## src/rtl/sar_pkg.sv

```systemverilog
package sar_pkg;
  typedef enum logic [1:0] {
    ST_IDLE   = 2'd0,
    ST_TRACK  = 2'd1,
    ST_COMMIT = 2'd2,
    ST_CONV   = 2'd3
  } sar_state_t;
endpackage

```

## src/rtl/sar_in_sync.sv

```systemverilog
module sar_in_sync #(
  parameter int STAGES = 2
) (
  input  logic clk,
  input  logic rst_n,
  input  logic din,
  output logic lvl,
  output logic rise
);
  logic [STAGES-1:0] sh_q;
  logic              prev_q;

  always_ff @(posedge clk or negedge rst_n) begin
    if (!rst_n) begin
      sh_q   <= '0;
      prev_q <= 1'b0;
    end else begin
      sh_q   <= {sh_q[STAGES-2:0], din};
      prev_q <= sh_q[STAGES-1];
    end
  end

  assign lvl  = sh_q[STAGES-1];
  assign rise = sh_q[STAGES-1] & ~prev_q;
endmodule

```

## src/rtl/sar_corr_bank.sv

```systemverilog
module sar_corr_bank #(
  parameter int DW    = 16,
  parameter int NCORR = 8,
  parameter int CW    = 6,
  localparam int IW   = $clog2(NCORR)
) (
  input  logic                   clk,
  input  logic                   rst_n,
  input  logic                   we,
  input  logic [IW-1:0]          idx,
  input  logic [CW-1:0]          val,
  input  logic                   lock,
  input  logic [DW-1:0]          raw,
  output logic [DW-1:0]          corrected,
  output logic [NCORR*CW-1:0]    tab_flat
);
  localparam int SSW = DW + 2;

  logic [NCORR-1:0][CW-1:0] tab_q;
  logic signed [SSW-1:0]    acc;

  for (genvar g = 0; g < NCORR; g++) begin : g_entry
    logic wr_en;
    assign wr_en = we && !lock && (idx == IW'(g));
    always_ff @(posedge clk or negedge rst_n) begin
      if (!rst_n)     tab_q[g] <= '0;
      else if (wr_en) tab_q[g] <= val;
    end
  end

  always_comb begin
    acc = {2'b00, raw};
    for (int i = 0; i < NCORR; i++) begin
      if (raw[DW-1-i]) acc = acc + {{(SSW-CW){tab_q[i][CW-1]}}, tab_q[i]};
    end
    if (acc[SSW-1])          corrected = '0;
    else if (acc[SSW-2])     corrected = '1;
    else                     corrected = acc[DW-1:0];
  end

  assign tab_flat = tab_q;
endmodule

```

## src/rtl/sar_seq.sv

```systemverilog
module sar_seq
  import sar_pkg::*;
#(
  parameter int DW       = 16,
  parameter int MIN_HIGH = 4,
  parameter int MIN_LOW  = 3,
  parameter int SETTLE   = 12
) (
  input  logic          clk,
  input  logic          rst_n,
  input  logic          s_lvl,
  input  logic          s_rise,
  input  logic          ck_rise,
  input  logic          comp,
  output logic          busy,
  output logic          hold,
  output logic          load,
  output logic [DW-1:0] trial
);
  localparam int SW = $clog2(DW + 2);
  localparam int HW = $clog2(MIN_HIGH + 1);
  localparam int LW = $clog2(MIN_LOW + 1);
  localparam int TW = $clog2(SETTLE + 1);

  sar_state_t    st_q, st_d;
  logic [HW-1:0] hcnt_q, hcnt_d;
  logic [LW-1:0] lcnt_q, lcnt_d;
  logic [TW-1:0] scnt_q, scnt_d;
  logic [SW-1:0] step_q, step_d;
  logic [DW-1:0] trial_q, trial_d;
  logic [DW-1:0] cur_m, kept;
  logic          settled, counted;

  assign settled = (scnt_q == TW'(SETTLE));
  assign counted = (st_q == ST_CONV) && ck_rise && settled;
  assign cur_m   = {1'b1, {(DW-1){1'b0}}} >> step_q;
  assign kept    = comp ? trial_q : (trial_q & ~cur_m);

  always_comb begin
    st_d    = st_q;
    hcnt_d  = hcnt_q;
    lcnt_d  = lcnt_q;
    scnt_d  = scnt_q;
    step_d  = step_q;
    trial_d = trial_q;
    load    = 1'b0;
    if ((st_q == ST_COMMIT || st_q == ST_CONV) && !settled) scnt_d = scnt_q + 1'b1;
    case (st_q)
      ST_IDLE: begin
        if (s_rise) begin
          st_d   = ST_TRACK;
          hcnt_d = '0;
        end
      end
      ST_TRACK: begin
        if (!s_lvl) begin
          if (hcnt_q == HW'(MIN_HIGH)) begin
            st_d   = ST_COMMIT;
            lcnt_d = '0;
            scnt_d = '0;
          end else begin
            st_d = ST_IDLE;
          end
        end else if (hcnt_q != HW'(MIN_HIGH)) begin
          hcnt_d = hcnt_q + 1'b1;
        end
      end
      ST_COMMIT: begin
        if (s_lvl) begin
          st_d   = ST_TRACK;
          hcnt_d = '0;
        end else if (lcnt_q == LW'(MIN_LOW - 1)) begin
          st_d    = ST_CONV;
          step_d  = '0;
          trial_d = {1'b1, {(DW-1){1'b0}}};
        end else begin
          lcnt_d = lcnt_q + 1'b1;
        end
      end
      ST_CONV: begin
        if (counted) begin
          if (step_q == SW'(DW)) begin
            load = 1'b1;
            st_d = ST_IDLE;
          end else begin
            trial_d = kept | (cur_m >> 1);
            step_d  = step_q + 1'b1;
          end
        end
      end
      default: st_d = ST_IDLE;
    endcase
  end

  always_ff @(posedge clk or negedge rst_n) begin
    if (!rst_n) begin
      st_q    <= ST_IDLE;
      hcnt_q  <= '0;
      lcnt_q  <= '0;
      scnt_q  <= '0;
      step_q  <= '0;
      trial_q <= '0;
    end else begin
      st_q    <= st_d;
      hcnt_q  <= hcnt_d;
      lcnt_q  <= lcnt_d;
      scnt_q  <= scnt_d;
      step_q  <= step_d;
      trial_q <= trial_d;
    end
  end

  assign busy  = (st_q == ST_CONV);
  assign hold  = (st_q == ST_COMMIT) || (st_q == ST_CONV);
  assign trial = trial_q;
endmodule

```

## src/rtl/sar_handshake_ctrl.sv

```systemverilog
module sar_handshake_ctrl #(
  parameter int DW       = 16,
  parameter int NCORR    = 8,
  parameter int CW       = 6,
  parameter int MIN_HIGH = 4,
  parameter int MIN_LOW  = 3,
  parameter int SETTLE   = 12,
  parameter int SYNC     = 2,
  localparam int IW      = $clog2(NCORR)
) (
  input  logic          clk,
  input  logic          rst_n,
  input  logic          sample_i,
  input  logic          conv_clk_i,
  input  logic          comp_i,
  input  logic          corr_we_i,
  input  logic [IW-1:0] corr_idx_i,
  input  logic [CW-1:0] corr_val_i,
  output logic          busy_o,
  output logic          hold_o,
  output logic [DW-1:0] trial_o,
  output logic [DW-1:0] result_o
);
  logic                s_lvl, s_rise;
  logic                ck_lvl, conv_rise;
  logic                busy, load;
  logic [DW-1:0]       trial, corrected;
  logic [DW-1:0]       result_q;
  logic [NCORR*CW-1:0] corr_flat;
  logic                ck_lvl_unused;

  sar_in_sync #(.STAGES(SYNC)) u_sync_sample (
    .clk(clk), .rst_n(rst_n), .din(sample_i), .lvl(s_lvl), .rise(s_rise)
  );

  sar_in_sync #(.STAGES(SYNC)) u_sync_clk (
    .clk(clk), .rst_n(rst_n), .din(conv_clk_i), .lvl(ck_lvl), .rise(conv_rise)
  );
  assign ck_lvl_unused = ck_lvl;

  sar_seq #(
    .DW(DW), .MIN_HIGH(MIN_HIGH), .MIN_LOW(MIN_LOW), .SETTLE(SETTLE)
  ) u_seq (
    .clk(clk), .rst_n(rst_n), .s_lvl(s_lvl), .s_rise(s_rise),
    .ck_rise(conv_rise), .comp(comp_i), .busy(busy), .hold(hold_o),
    .load(load), .trial(trial)
  );

  sar_corr_bank #(.DW(DW), .NCORR(NCORR), .CW(CW)) u_corr (
    .clk(clk), .rst_n(rst_n), .we(corr_we_i), .idx(corr_idx_i),
    .val(corr_val_i), .lock(busy), .raw(trial), .corrected(corrected),
    .tab_flat(corr_flat)
  );

  always_ff @(posedge clk or negedge rst_n) begin
    if (!rst_n)    result_q <= {1'b1, {(DW-1){1'b0}}};
    else if (load) result_q <= corrected;
  end

  assign busy_o   = busy;
  assign trial_o  = trial;
  assign result_o = result_q;
endmodule

```

## config.mk

```make
export PLATFORM = sky130hd
export DESIGN_NAME = sar_handshake_ctrl
export DESIGN_NICKNAME = d
export VERILOG_FILES = /design/src/rtl/sar_pkg.sv /design/src/rtl/sar_in_sync.sv /design/src/rtl/sar_corr_bank.sv /design/src/rtl/sar_seq.sv /design/src/rtl/sar_handshake_ctrl.sv
export SDC_FILE = /design/constraint.sdc
export NUM_CORES = 1
export LEC_CHECK = 0
export ABC_CLOCK_PERIOD_IN_PS = 16050
export BUFFER_PORTS_ARGS = -buffer_cell sky130_fd_sc_hd__buf_2
export CAP_MARGIN = 25
export CELL_PAD_IN_SITES_DETAIL_PLACEMENT = 0
export CELL_PAD_IN_SITES_GLOBAL_PLACEMENT = 1
export CORE_ASPECT_RATIO = 2
export CORE_UTILIZATION = 30
export DETAILED_ROUTE_END_ITERATION = 8
export PLACE_DENSITY_LB_ADDON = 0.1
export SETUP_SLACK_MARGIN = 0.2
export SLEW_MARGIN = 15
export SYNTH_ARGS = -nofsm -noshare
export SYNTH_HDL_FRONTEND = slang
export SYNTH_SLANG_ARGS = --single-unit
```

## constraint.sdc

```tcl
create_clock -name clk -period 16.05 [get_ports clk]
set_input_delay 0 -clock clk [delete_from_list [all_inputs] [get_ports clk]]
set_output_delay 0 -clock clk [all_outputs]
set_load 0.05 [all_outputs]
```

==> qor.yml <==
status: "finished clean"
skew_ns: 0.01300
hp-start: "corr_val_i[1]"
ys_ff_latch: 102
synth_mux_area_frac: 0.08612
clockBufferDepth: 2
rrSetupSlack_ns: 2.96
whs_path_depth: 3
h-tree-depth: 3
die_w_um: 145.3
final_common_cell: "ha_1"
synth_top_family_by_area: "compound AO/OA/AOI/OAI gates"
synthCells: 1502
post-cts-setup-buffers: 0
ant_nets: 0
start_util: 0.3054
io_pins: 49
diodes: 0
grt_pass1_wl_mm: 65.92
required_ns: 16.29
synth_warnings: 0
nFillCells: 4414
syn_area_per_cell_sq_um: 8.203
synth_seq_area_share: 0.2073
crit_top_cell: "ha_1"
hpwl_mm: 33.68
gp_congestion: 0.8682
setup_tns_ns: 0
grt_antenna_before_repair: 0
cpPeakStageDelay_ns: 0.92
cts_resized: 0
hold_viol_final: 0
syn_area_sq_um: 12320
final_net_count: 1710
grt_max_degree: 70
cp_num_buf_inv: 3
synthFlopType: "dfrtp_1"
cts_buffers: 9
row_count: 104
vias_per_cell: 5.426
syn2layout_area_growth_pct: 9.962
critPathTopFamily: "compound AO/OA/AOI/OAI gates"
synth_fa_ha_area_frac: 0.1633
cts-root-buf: "clkbuf_16"
synth-edff-count: 0
yosysTopAreaCell: "dfrtp_1"
fin_crit_sh: 0.8155
endpoint_kind: "flip-flop"
vias: 11250
hp-class: "in -> reg"
cts_hold_buf: 3
drv_cap: 0
track_usage: 0.2026
worst-setup-path-type: "reg -> reg"
dr.pass1.iters: 5
ys_types: 81
cp-start-kind: "flip-flop"
grt-ovfl-total: 0
worstSetupPathDepth: 53
worstPathArrival_ns: 13.33
syn_nets: 1673
slew_viol_final: 0
routedWlPerCell_um: 20.00
setup_viol: 0
synth_simple_gate_area_share: 0.1595
rsz0062_at_grt: "no"
place_area_sq_um: 13190
coreArea_sq_um: 40340
synth-compound-area-share: 0.2619
reg2regPathDepth: 53
cts_sinks: 102
insertion_delay_ns: 0.37
clk_pin_slew_ns: 0.08
cts_tree: "done"
clock.fmax_ghz: 0.07640
drtIter0Drc: 386
io_buffers: 48
worstMarginPinSlew_ns: 1.065
die_h_um: 288.6
relSlewSlack: 0.2716
drc: 0
period_needed_ns: 13.09
grt_pass1_vias: 11780
postSynth.asyncResetShare: 1.000
die_area_sq_um: 41930
yosys.area_share.xor_xnor: 0.08195
slowest_stage: "a2111oi_0"
finalInstanceArea_sq_um: 13550
reg2reg_to: "result_o[11]"
path_max_fanout: 18
timing.rr.start: "u_corr.tab_flat[5]"
drive_above_1_share: 0.1244
post-synth-top-area-fraction: 0.2051
final_cell_mix: "ha_1 (148), nand2_1 (129), o21ai_0 (124)"
synth_top_cells_by_area: "dfrtp_1 (21%), ha_1 (15%), mux2_2 (7.3%)"
worstHoldEndpoint: "u_corr.tab_flat[1]"
wl_mm: 41.49
-- Yosys cell counts, drive strengths merged, types with 33 or more instances --
cell,number
a21oi,115
xnor2,66
o21ai,130
clkbuf,41
inv,79
dfrtp,101
xor2,39
ha,148
mux2,80
a21o,48
o21a,33
nor2,123
nand2,129
-- layout make-up --
cell class / count / area (sq um) / share of cell area
Clock inverter: 6 / 58.81 / 0.004341
Multi-Input combinational cell: 1271 / 9280 / 0.6850
Inverter: 84 / 315.3 / 0.02327
Tap cell: 530 / 663.1 / 0.04895
Clock buffer: 10 / 239.0 / 0.01764
Sequential cell: 102 / 2554 / 0.1885
Timing Repair Buffer: 71 / 437.9 / 0.03232
-- sequential cells by signal, indices dropped and copies added, names as in the netlist --
| register | cells |
|---|---|
| result_o | 16 |
| u_corr.tab_flat | 48 |
| u_sync_sample.sh_q | 2 |
| u_sync_clk.prev_q | 1 |
| u_seq.scnt_q | 4 |
| u_sync_sample.prev_q | 1 |
| u_seq.hcnt_q | 3 |
| u_seq.step_q | 5 |
| u_seq.trial | 16 |
| u_seq.st_q | 2 |
| u_seq.lcnt_q | 2 |
| u_sync_clk.sh_q | 2 |
-- worst min-delay path, cell delays in order --
cell     delay (ns)
buf_2          0.19
nand2_1        0.08
o21ai_0        0.07
-- how the worst max path moves through the flow --
| stage | slack [ns] | endpoint | from |
|---|---|---|---|
| 2_1_floorplan | 4.91 | result_o[0] | u_seq.trial[0] |
| 3_3_place_gp | 2.98 | result_o[0] | u_corr.tab_flat[5] |
| 3_5_place_dp | 3.11 | result_o[6] | u_corr.tab_flat[5] |
| 4_1_cts | 3.00 | result_o[11] | u_corr.tab_flat[5] |
| 5_1_grt | 2.03 | result_o[2] | u_corr.tab_flat[5] |
| 6_report | 2.96 | result_o[11] | u_corr.tab_flat[5] |
-- logic make-up after synthesis --
family,count (synthesis)
and+or+nand+nor,417
muxes,96
DFF,102
adders and majority gates,156
buffers and inverters,129
xor gates and xnor gates,109
AOI/OAI and AO/OA,493
-- per-layer routing --
layer / global-route usage / part of all wire / vias up / wire (um)
met1: 0.1983 / 0.37 / 5446 / 15370
met5: 0 / 0 / - / 0
met2: 0.4238 / 0.57 / 155 / 23680
met3: 0.01501 / 0.017 / 63 / 712
met4: 0.08921 / 0.042 / 0 / 1726
li1: - / - / 5590 / -
-- per-stage QoR --
step	utilization	hold slack, ns	instances	setup WS (ns)
5_1_grt	0.3359	0.02694	2074	2.035
6_report	0.3359	0.004666	2074	2.961
3_3_place_gp	0.3266	-0.002648	2051	2.976
2_1_floorplan	-	-0.2956	1502	4.914
3_5_place_dp	0.3269	0.0008563	2053	3.106
4_1_cts	0.3351	0.004807	2072	3.004
Power is not shown: default switching activity piles up to over one toggle a cycle in this logic, so the estimate is an artifact.
